## src/rtl/wake_gate_pkg.sv

```systemverilog
package wake_gate_pkg;

    // Controller states of the gate
    typedef enum logic [1:0] {
        GS_IDLE       = 2'd0,
        GS_HOLD_REQ   = 2'd1,
        GS_WAIT_GRANT = 2'd2,
        GS_FORWARD    = 2'd3
    } gate_state_e;

    // Classification of the incoming transaction
    typedef enum logic [1:0] {
        RT_NONE = 2'd0,
        RT_PASS = 2'd1,
        RT_PARK = 2'd2,
        RT_DROP = 2'd3
    } route_e;

    function automatic logic idx_in_range(input int unsigned idx, input int unsigned count);
        return idx < count;
    endfunction

endpackage

```

## src/rtl/wake_gate_route.sv

```systemverilog
module wake_gate_route
    import wake_gate_pkg::*;
#(
    parameter int NUM_TGT = 6,
    parameter int IDX_W   = 3
) (
    input  logic               in_valid,
    input  logic [IDX_W-1:0]   in_idx,
    input  logic [NUM_TGT-1:0] dom_on,
    output route_e             route
);
    localparam int SPAN = 1 << IDX_W;

    logic [SPAN-1:0] on_pad;

    // Pad the status vector to the full index span; unused slots read as off
    for (genvar i = 0; i < SPAN; i++) begin : g_pad
        if (i < NUM_TGT) begin : g_real
            assign on_pad[i] = dom_on[i];
        end else begin : g_void
            assign on_pad[i] = 1'b0;
        end
    end

    always_comb begin
        if (!in_valid) begin
            route = RT_NONE;
        end else if (!idx_in_range(32'(in_idx), NUM_TGT)) begin
            route = RT_DROP;
        end else if (on_pad[in_idx]) begin
            route = RT_PASS;
        end else begin
            route = RT_PARK;
        end
    end

endmodule

```

## src/rtl/wake_gate_hold.sv

```systemverilog
module wake_gate_hold #(
    parameter int DATA_W = 32,
    parameter int IDX_W  = 3
) (
    input  logic              clk,
    input  logic              rst,
    input  logic              load,
    input  logic [IDX_W-1:0]  in_idx,
    input  logic [DATA_W-1:0] in_data,
    output logic [IDX_W-1:0]  held_idx,
    output logic [DATA_W-1:0] held_data
);
    typedef struct packed {
        logic [IDX_W-1:0]  idx;
        logic [DATA_W-1:0] data;
    } held_t;

    held_t slot;

    always_ff @(posedge clk) begin
        if (rst) begin
            slot <= '0;
        end else if (load) begin
            slot <= '{idx: in_idx, data: in_data};
        end
    end

    assign held_idx  = slot.idx;
    assign held_data = slot.data;

endmodule

```

## src/rtl/wake_gate_fsm.sv

```systemverilog
module wake_gate_fsm
    import wake_gate_pkg::*;
(
    input  logic        clk,
    input  logic        rst,
    input  route_e      route,
    input  logic        wake_gnt,
    input  logic        out_ready,
    output gate_state_e state,
    output logic        load,
    output logic        err_q
);
    gate_state_e state_nx;

    always_comb begin
        state_nx = state;
        unique case (state)
            GS_IDLE:       if (route == RT_PARK) state_nx = GS_HOLD_REQ;
            GS_HOLD_REQ:   state_nx = wake_gnt ? GS_FORWARD : GS_WAIT_GRANT;
            GS_WAIT_GRANT: if (wake_gnt) state_nx = GS_FORWARD;
            GS_FORWARD:    if (out_ready) state_nx = GS_IDLE;
            default:       state_nx = GS_IDLE;
        endcase
    end

    assign load = (state == GS_IDLE) && (route == RT_PARK);

    always_ff @(posedge clk) begin
        if (rst) begin
            state <= GS_IDLE;
            err_q <= 1'b0;
        end else begin
            state <= state_nx;
            err_q <= (state == GS_IDLE) && (route == RT_DROP);
        end
    end

    AST_FWD_AFTER_GNT: assert property (@(posedge clk) disable iff (rst)
        (state == GS_FORWARD && $past(state) != GS_FORWARD) |-> $past(wake_gnt));

    AST_HOLD_FROM_IDLE: assert property (@(posedge clk) disable iff (rst)
        (state == GS_HOLD_REQ) |-> $past(state) == GS_IDLE);

endmodule

```

## src/rtl/wake_gate.sv

```systemverilog
module wake_gate
    import wake_gate_pkg::*;
#(
    parameter int NUM_TGT = 6,
    parameter int IDX_W   = 3,
    parameter int DATA_W  = 32
) (
    input  logic               clk,
    input  logic               rst,
    input  logic               in_valid,
    output logic               in_ready,
    input  logic [IDX_W-1:0]   in_idx,
    input  logic [DATA_W-1:0]  in_data,
    output logic               out_valid,
    input  logic               out_ready,
    output logic [IDX_W-1:0]   out_idx,
    output logic [DATA_W-1:0]  out_data,
    input  logic [NUM_TGT-1:0] dom_on,
    output logic               wake_req,
    output logic [IDX_W-1:0]   wake_tgt,
    input  logic               wake_gnt,
    output logic               err_badidx
);
    localparam int SPAN = 1 << IDX_W;

    initial begin
        if (NUM_TGT < 1 || NUM_TGT > SPAN) $error("NUM_TGT does not fit IDX_W");
    end

    route_e            route;
    gate_state_e       state;
    logic              load;
    logic              err_q;
    logic [IDX_W-1:0]  held_idx;
    logic [DATA_W-1:0] held_data;
    logic              idle;
    logic              fwd;

    wake_gate_route #(.NUM_TGT(NUM_TGT), .IDX_W(IDX_W)) u_route (
        .in_valid (in_valid),
        .in_idx   (in_idx),
        .dom_on   (dom_on),
        .route    (route)
    );

    wake_gate_fsm u_fsm (
        .clk       (clk),
        .rst       (rst),
        .route     (route),
        .wake_gnt  (wake_gnt),
        .out_ready (out_ready),
        .state     (state),
        .load      (load),
        .err_q     (err_q)
    );

    wake_gate_hold #(.DATA_W(DATA_W), .IDX_W(IDX_W)) u_hold (
        .clk       (clk),
        .rst       (rst),
        .load      (load),
        .in_idx    (in_idx),
        .in_data   (in_data),
        .held_idx  (held_idx),
        .held_data (held_data)
    );

    assign idle = (state == GS_IDLE);
    assign fwd  = (state == GS_FORWARD);

    always_comb begin
        in_ready  = 1'b0;
        out_valid = 1'b0;
        out_idx   = held_idx;
        out_data  = held_data;
        if (idle) begin
            if (route == RT_PASS) begin
                out_valid = 1'b1;
                out_idx   = in_idx;
                out_data  = in_data;
                in_ready  = out_ready;
            end else begin
                in_ready  = 1'b1;
            end
        end else if (fwd) begin
            out_valid = 1'b1;
        end
    end

    assign wake_req   = (state == GS_HOLD_REQ) || (state == GS_WAIT_GRANT);
    assign wake_tgt   = held_idx;
    assign err_badidx = err_q;

    AST_PASS_SAME_CYCLE: assert property (@(posedge clk) disable iff (rst)
        (in_valid && in_ready && out_valid) |-> (out_data == in_data && out_idx == in_idx && out_ready));

    AST_NO_FWD_WHILE_REQ: assert property (@(posedge clk) disable iff (rst)
        wake_req |-> !out_valid);

    AST_BUSY_NO_ACCEPT: assert property (@(posedge clk) disable iff (rst)
        (wake_req || fwd) |-> !in_ready);

    AST_REQ_HELD: assert property (@(posedge clk) disable iff (rst)
        (wake_req && !wake_gnt) |=> (wake_req && $stable(wake_tgt)));

    AST_REQ_DROPS: assert property (@(posedge clk) disable iff (rst)
        (wake_req && wake_gnt) |=> (!wake_req && out_valid && out_idx == $past(wake_tgt)));

    AST_FWD_STABLE: assert property (@(posedge clk) disable iff (rst)
        (fwd && !out_ready) |=> (out_valid && $stable(out_data) && $stable(out_idx)));

    AST_IDX_LEGAL: assert property (@(posedge clk) disable iff (rst)
        out_valid |-> idx_in_range(32'(out_idx), NUM_TGT));

    AST_ERR_NO_WAKE: assert property (@(posedge clk) disable iff (rst)
        err_badidx |-> !wake_req);

endmodule

```

## config.mk

```make
export PLATFORM = sky130hd
export DESIGN_NAME = wake_gate
export DESIGN_NICKNAME = d
export VERILOG_FILES = /design/src/rtl/wake_gate_pkg.sv /design/src/rtl/wake_gate_route.sv /design/src/rtl/wake_gate_hold.sv /design/src/rtl/wake_gate_fsm.sv /design/src/rtl/wake_gate.sv
export SDC_FILE = /design/constraint.sdc
export NUM_CORES = 1
export LEC_CHECK = 0
export ABC_CLOCK_PERIOD_IN_PS = 2300
export BUFFER_PORTS_ARGS = -buffer_cell sky130_fd_sc_hd__buf_4
export CAP_MARGIN = 15
export CORE_MARGIN = 1.5
export CORE_UTILIZATION = 30
export CTS_BUF_LIST = sky130_fd_sc_hd__clkbuf_16
export DETAILED_ROUTE_END_ITERATION = 8
export PLACE_DENSITY_LB_ADDON = 0.08
export SYNTH_ARGS = -nofsm -noshare
export SYNTH_HDL_FRONTEND = slang
export SYNTH_SLANG_ARGS = --single-unit
export TNS_END_PERCENT = 100
```

## constraint.sdc

```tcl
create_clock -name clk -period 2.3 [get_ports clk]
set_clock_uncertainty 0.15 [all_clocks]
set_input_delay 0.345 -clock clk [delete_from_list [all_inputs] [get_ports clk]]
set_output_delay 0.345 -clock clk [all_outputs]
set_load 0.05 [all_outputs]
```

* Word level (Yosys, flattened, before mapping)
Cells that the tools add are included.
Widths: inputs -> output; s select.
** Word-level totals
- Flip-flop bits (word level) :: 38
- Bits in latches :: 0
- Bits in writable memories :: 0
- Memory bits (read-only) :: 0
- Input bits :: 46
- Output and inout bits :: 42
- Word-level logic and storage cells :: 39
- Memories :: 0
** Cells by class
- Add/subtract/negate cells :: 0
- Multipliers :: 0
- Divide/modulo/power cells :: 0
- Order comparisons :: 2
- Equality and inequality tests :: 9
- Shift operators :: 0
- Multiplexer cells :: 19
- Bitwise operators :: 0
- Reductions and logical operators :: 5
** Operator list (number)
- $mux 32 :: 2
- $mux 2 :: 6
- $eq 2x2->1 const B :: 4
- $pmux 2 s4 :: 1
- $mux 1 :: 7
- $mux 3 :: 2
- $eq 2x1->1 const B :: 2
- $lt 3x4->1 const B :: 1
- $ne 2x2->1 const B :: 2
- $bmux 1 s3 :: 1
- $lt 3x3->1 const B :: 1
- $reduce_and 3->1 :: 1
- $logic_and 1x1->1 :: 2
- $logic_not 2->1 :: 1
- $ne 2x1->1 const B :: 1
- $logic_or 1x1->1 :: 1

* Longest topological paths before layout
- Depth after elaboration :: 8
- Depth in mapped cells :: 6
- Depth with buffers taken out :: 6

* Hierarchy
From an unflattened synthesis, not the netlist that was laid out.
** Second synthesis, totals
- Cells, all modules :: 193
- Area total of the unflattened synthesis :: 2192.1 um^2
** By module, submodules not included
- wake_gate_hold :: instances 1, cells an instance 113, area each 1272.5 um^2, sequential area each 700.7 um^2
- wake_gate :: instances 1, cells an instance 49, area each 634.4 um^2, sequential area each 0.0 um^2
- wake_gate_fsm :: instances 1, cells an instance 23, area each 205.2 um^2, sequential area each 60.1 um^2
- wake_gate_route :: instances 1, cells an instance 8, area each 80.1 um^2, sequential area each 0.0 um^2

* Least setup slack after synthesis
Ideal clock, no wire load.
- Path type :: input to output
- Start :: input port in_idx[0]
- End :: output port out_data[10]
- Arrival :: 1.888 ns
- Required time :: 1.805 ns
- Path slack :: -0.083 ns
- Cell stages on the path :: 5
- Buffers on the path :: 1
- Path through :: mux2_4 -> a222oi_1 -> nor2_2 -> buf_6 -> mux2_2
** On the way
- Cells in the longest elaborated chain, start to end :: 8
- Elaborated cells on any way between the ends :: 9
- Classes of those cells :: order compare: 1; eq/ne: 1; mux: 7
** RTL lines
- start: declaration :: line wake_gate.sv:12 : input logic [IDX_W-1:0] in_idx,
- $bmux 1 s3 :: line wake_gate_route.sv:30 : end else if (on_pad[in_idx]) begin
- $mux 1 (not written as such) :: line wake_gate_route.sv:30
- $mux 2 :: line wake_gate_route.sv:30
- $mux 2 * :: line wake_gate_route.sv:28 : end else if (!idx_in_range(32'(in_idx), NUM_TGT)) begin
- $mux 2 * :: line wake_gate_route.sv:26 : if (!in_valid) begin
- $eq 2x1->1 * :: line wake_gate.sv:76 : if (route == RT_PASS) begin
- $mux 32 * :: line wake_gate.sv:76
- $mux 32 * :: line wake_gate.sv:75 : if (idle) begin
- end: declaration :: line wake_gate.sv:17 : output logic [DATA_W-1:0] out_data,
Every way passes the cells marked *; elsewhere a longest branch is shown, timed or not. The select of a mux whose other input is x is not followed.

* Final worst setup path
- Start :: input port in_idx[0]
- End :: output port out_data[8]
The elaborated chain is that of the path after synthesis.

==> results.ini <==
[logic_synthesis]
synth_cell_types = 25
synth_mux_area_frac = 0.338
synth-simple-area-share = 0.220
synth_compound_area_frac = 0.0326
async_flop_share = 0
synth_edf_count = 0
synth-warning-count = 0
ys.flop_type = dfxtp_1
avgSynthCellArea_sq_um = 10.2
synthCells = 229
synth_xor_area_frac = 0
synth_area_sq_mm = 0.00234
yosys.area_share.adder = 0.0213
syn_nets = 279
synth_top_family_by_area = multiplexers
synth-seq-cells = 38
synth-seq-area-share = 0.324

[final_layout]
nFillCells = 766
antenna_cells = 0
layout_common_cells = nand2b_1 (72), buf_4 (66), dfxtp_1 (38), mux2i_1 (36), buf_6 (36)
layout_commonest_cell = nand2b_1
syn_to_final_growth_pct = 50.8
post-route-util = 0.462
drive_gt1_frac = 0.480
multiInputGateArea_sq_mm = 0.00146
nets = 380
seq_area_sq_um = 761

[route]
antenna_left = 0
wl_mm = 5.45
initialDrtViolationCount = 58
viasPerCell = 4.37
avgRoutedWirePerCell_um = 12.6
drc = 0
first_pass_iters = 4
num_vias = 1893

[hold_path]
hold_class = input pin to register
min_from = in_data[29]
hold_depth = 3
hold_path_end = u_hold.held_data[29]

[run_status]
failed_checks = setup timing
outcome = finished with violations

[timing]
holdWs_ns = 0.192
maxSlewHeadroom = 0.659
tightest_slew_ns = 0.512
rsz0062_at_grt = true
tns_ns = -4.01
hold_violations = 0
setup_viol = 35
fmax_mhz = 411
fin_ws_ns = -0.131
period_share = 1.06
maxSlewViolCount = 0
period_needed_ns = 2.43

[power]
irDropWorstVdd_v = 0.000531
total_leakage_power_nw = 1.52
p_per_area_mw_per_mm2 = 990

[floorplan]
die_area_sq_mm = 0.00835
core-area_sq_mm = 0.00765
die_x_um = 91.4
boundaryPins = 88
start_util = 0.307
die_y_um = 91.4
num_rows = 32

[critical_path]
rr_startpoint = u_fsm.state[0]
crit_type = input pin to output port
rrSetupSlack_ns = 0.44
ff2ff_path_depth = 7
end_kind = output port
cp_max_fo = 18
r2r-end = u_fsm.state[0]
critPathRequiredTime_ns = 1.80
critPathLaunchType = input pin
cp.arrival_ns = 1.94

[global_routing]
antenna_found_initial = 0
overflow = 0
grt_pass1_wl_mm = 8.91
grt_pass1_vias = 1951
grt_max_degree = 75
grt_usage = 0.132

[clocking]
clkSinkCount = 38
h-tree-depth = 2
cts_buffers = 5
cts_hold_buf = 0
clkTransAtPathRegs_ns = 0.06
cts_buffer_depth = 2
root_buffer = clkbuf_16
insertion_delay_ns = 0.27
cts_tree = built

[job]
drv_cap = 0

[placed_design]
io_buffers = 87
gp_congestion = 0.728
hpwlAfterDp_mm = 3.66

cell usage after synthesis (all sizes together), types with 2 or more instances:
library cell / instances / area (sq um)
nand2b: 72 / 450
nor2b: 4 / 25.0
nor3: 2 / 10.0
dfxtp: 38 / 761
mux2i: 36 / 360
mux2: 38 / 432
ha: 4 / 50.1
a21oi: 2 / 10.0
inv: 4 / 15.0
nand2: 2 / 7.51
buf: 7 / 105
nor2: 3 / 13.8
clkbuf: 8 / 30.0
layout make-up:
cell class | instances | share of cell area
Tap cell | 102 | 0.0361
Inverter | 4 | 0.00425
Timing Repair Buffer | 108 | 0.284
Clock inverter | 3 | 0.0113
Multi-Input combinational cell | 173 | 0.413
Sequential cell | 38 | 0.215
Clock buffer | 5 | 0.0354
how the worst max path moves through the flow:
stage                         start      endpoint  depth (start not counted)
after floorplan           in_idx[0]  out_data[10]                          5
after global placement    in_idx[0]  out_data[11]                          7
after detailed placement  in_idx[0]   out_data[8]                          7
after CTS                 in_idx[0]   out_data[8]                          8
after global routing      in_idx[0]  out_data[26]                          8
final                     in_idx[0]   out_data[8]                          8
kinds of logic (layout without fill, tap and decap cells):
kind of cell	Yosys count	after routing
DFF	38	38
muxes	74	74
adders and majority gates	4	4
and+or+nand+nor	84	85
AOI/OAI and AO/OA	10	10
buffers and inverters	19	120
registers in the layout, indices dropped and copies added (netlist names):
signal,cells
u_fsm.err_q,1
u_fsm.state,2
u_hold.held_data,32
u_hold.held_idx,3
stage by stage:
stage / setup slack, ns / power (mW) / cells / area (sq um)
2_1_floorplan: -0.0573 / 2.09 / 229 / 2340
3_3_place_gp: -0.544 / 2.57 / 419 / 3140
3_5_place_dp: -0.552 / 2.58 / 419 / 3140
4_1_cts: -0.180 / 3.51 / 430 / 3490
5_1_grt: -0.181 / 3.68 / 433 / 3540
6_report: -0.131 / 3.50 / 433 / 3540
timing repair:
action                                  4_1_cts  5_1_grt
cloned                                        1        0
endpoints found under the hold margin         0        0
resized for setup                            36       10
pin swaps                                     3        3
endpoints found under the setup margin       35       36
buffers inserted                              2        5
report_power, final:
| group | switching (mW) | internal [mW] |
|---|---|---|
| sequential | 0.0500 | 0.759 |
| clock | 0.263 | 0.507 |
| combinational | 1.09 | 0.832 |
| total | 1.40 | 2.10 |
metal layers:
layer / share of wire / track usage
met2: 0.47 / 0.218
met3: 0.045 / 0.0302
met4: 0.0055 / 0.0391
met1: 0.47 / 0.169
met5: 0 / 0
worst max-delay path, cell delays in order:
cell and delay [ns]:
buf_8 0.10, mux2_4 0.30, a222oi_1 0.32, buf_4 0.21, nor2_4 0.04, buf_12 0.15, mux2_2 0.29, buf_6 0.16
Note: power is estimated with default switching activity, not from simulation.
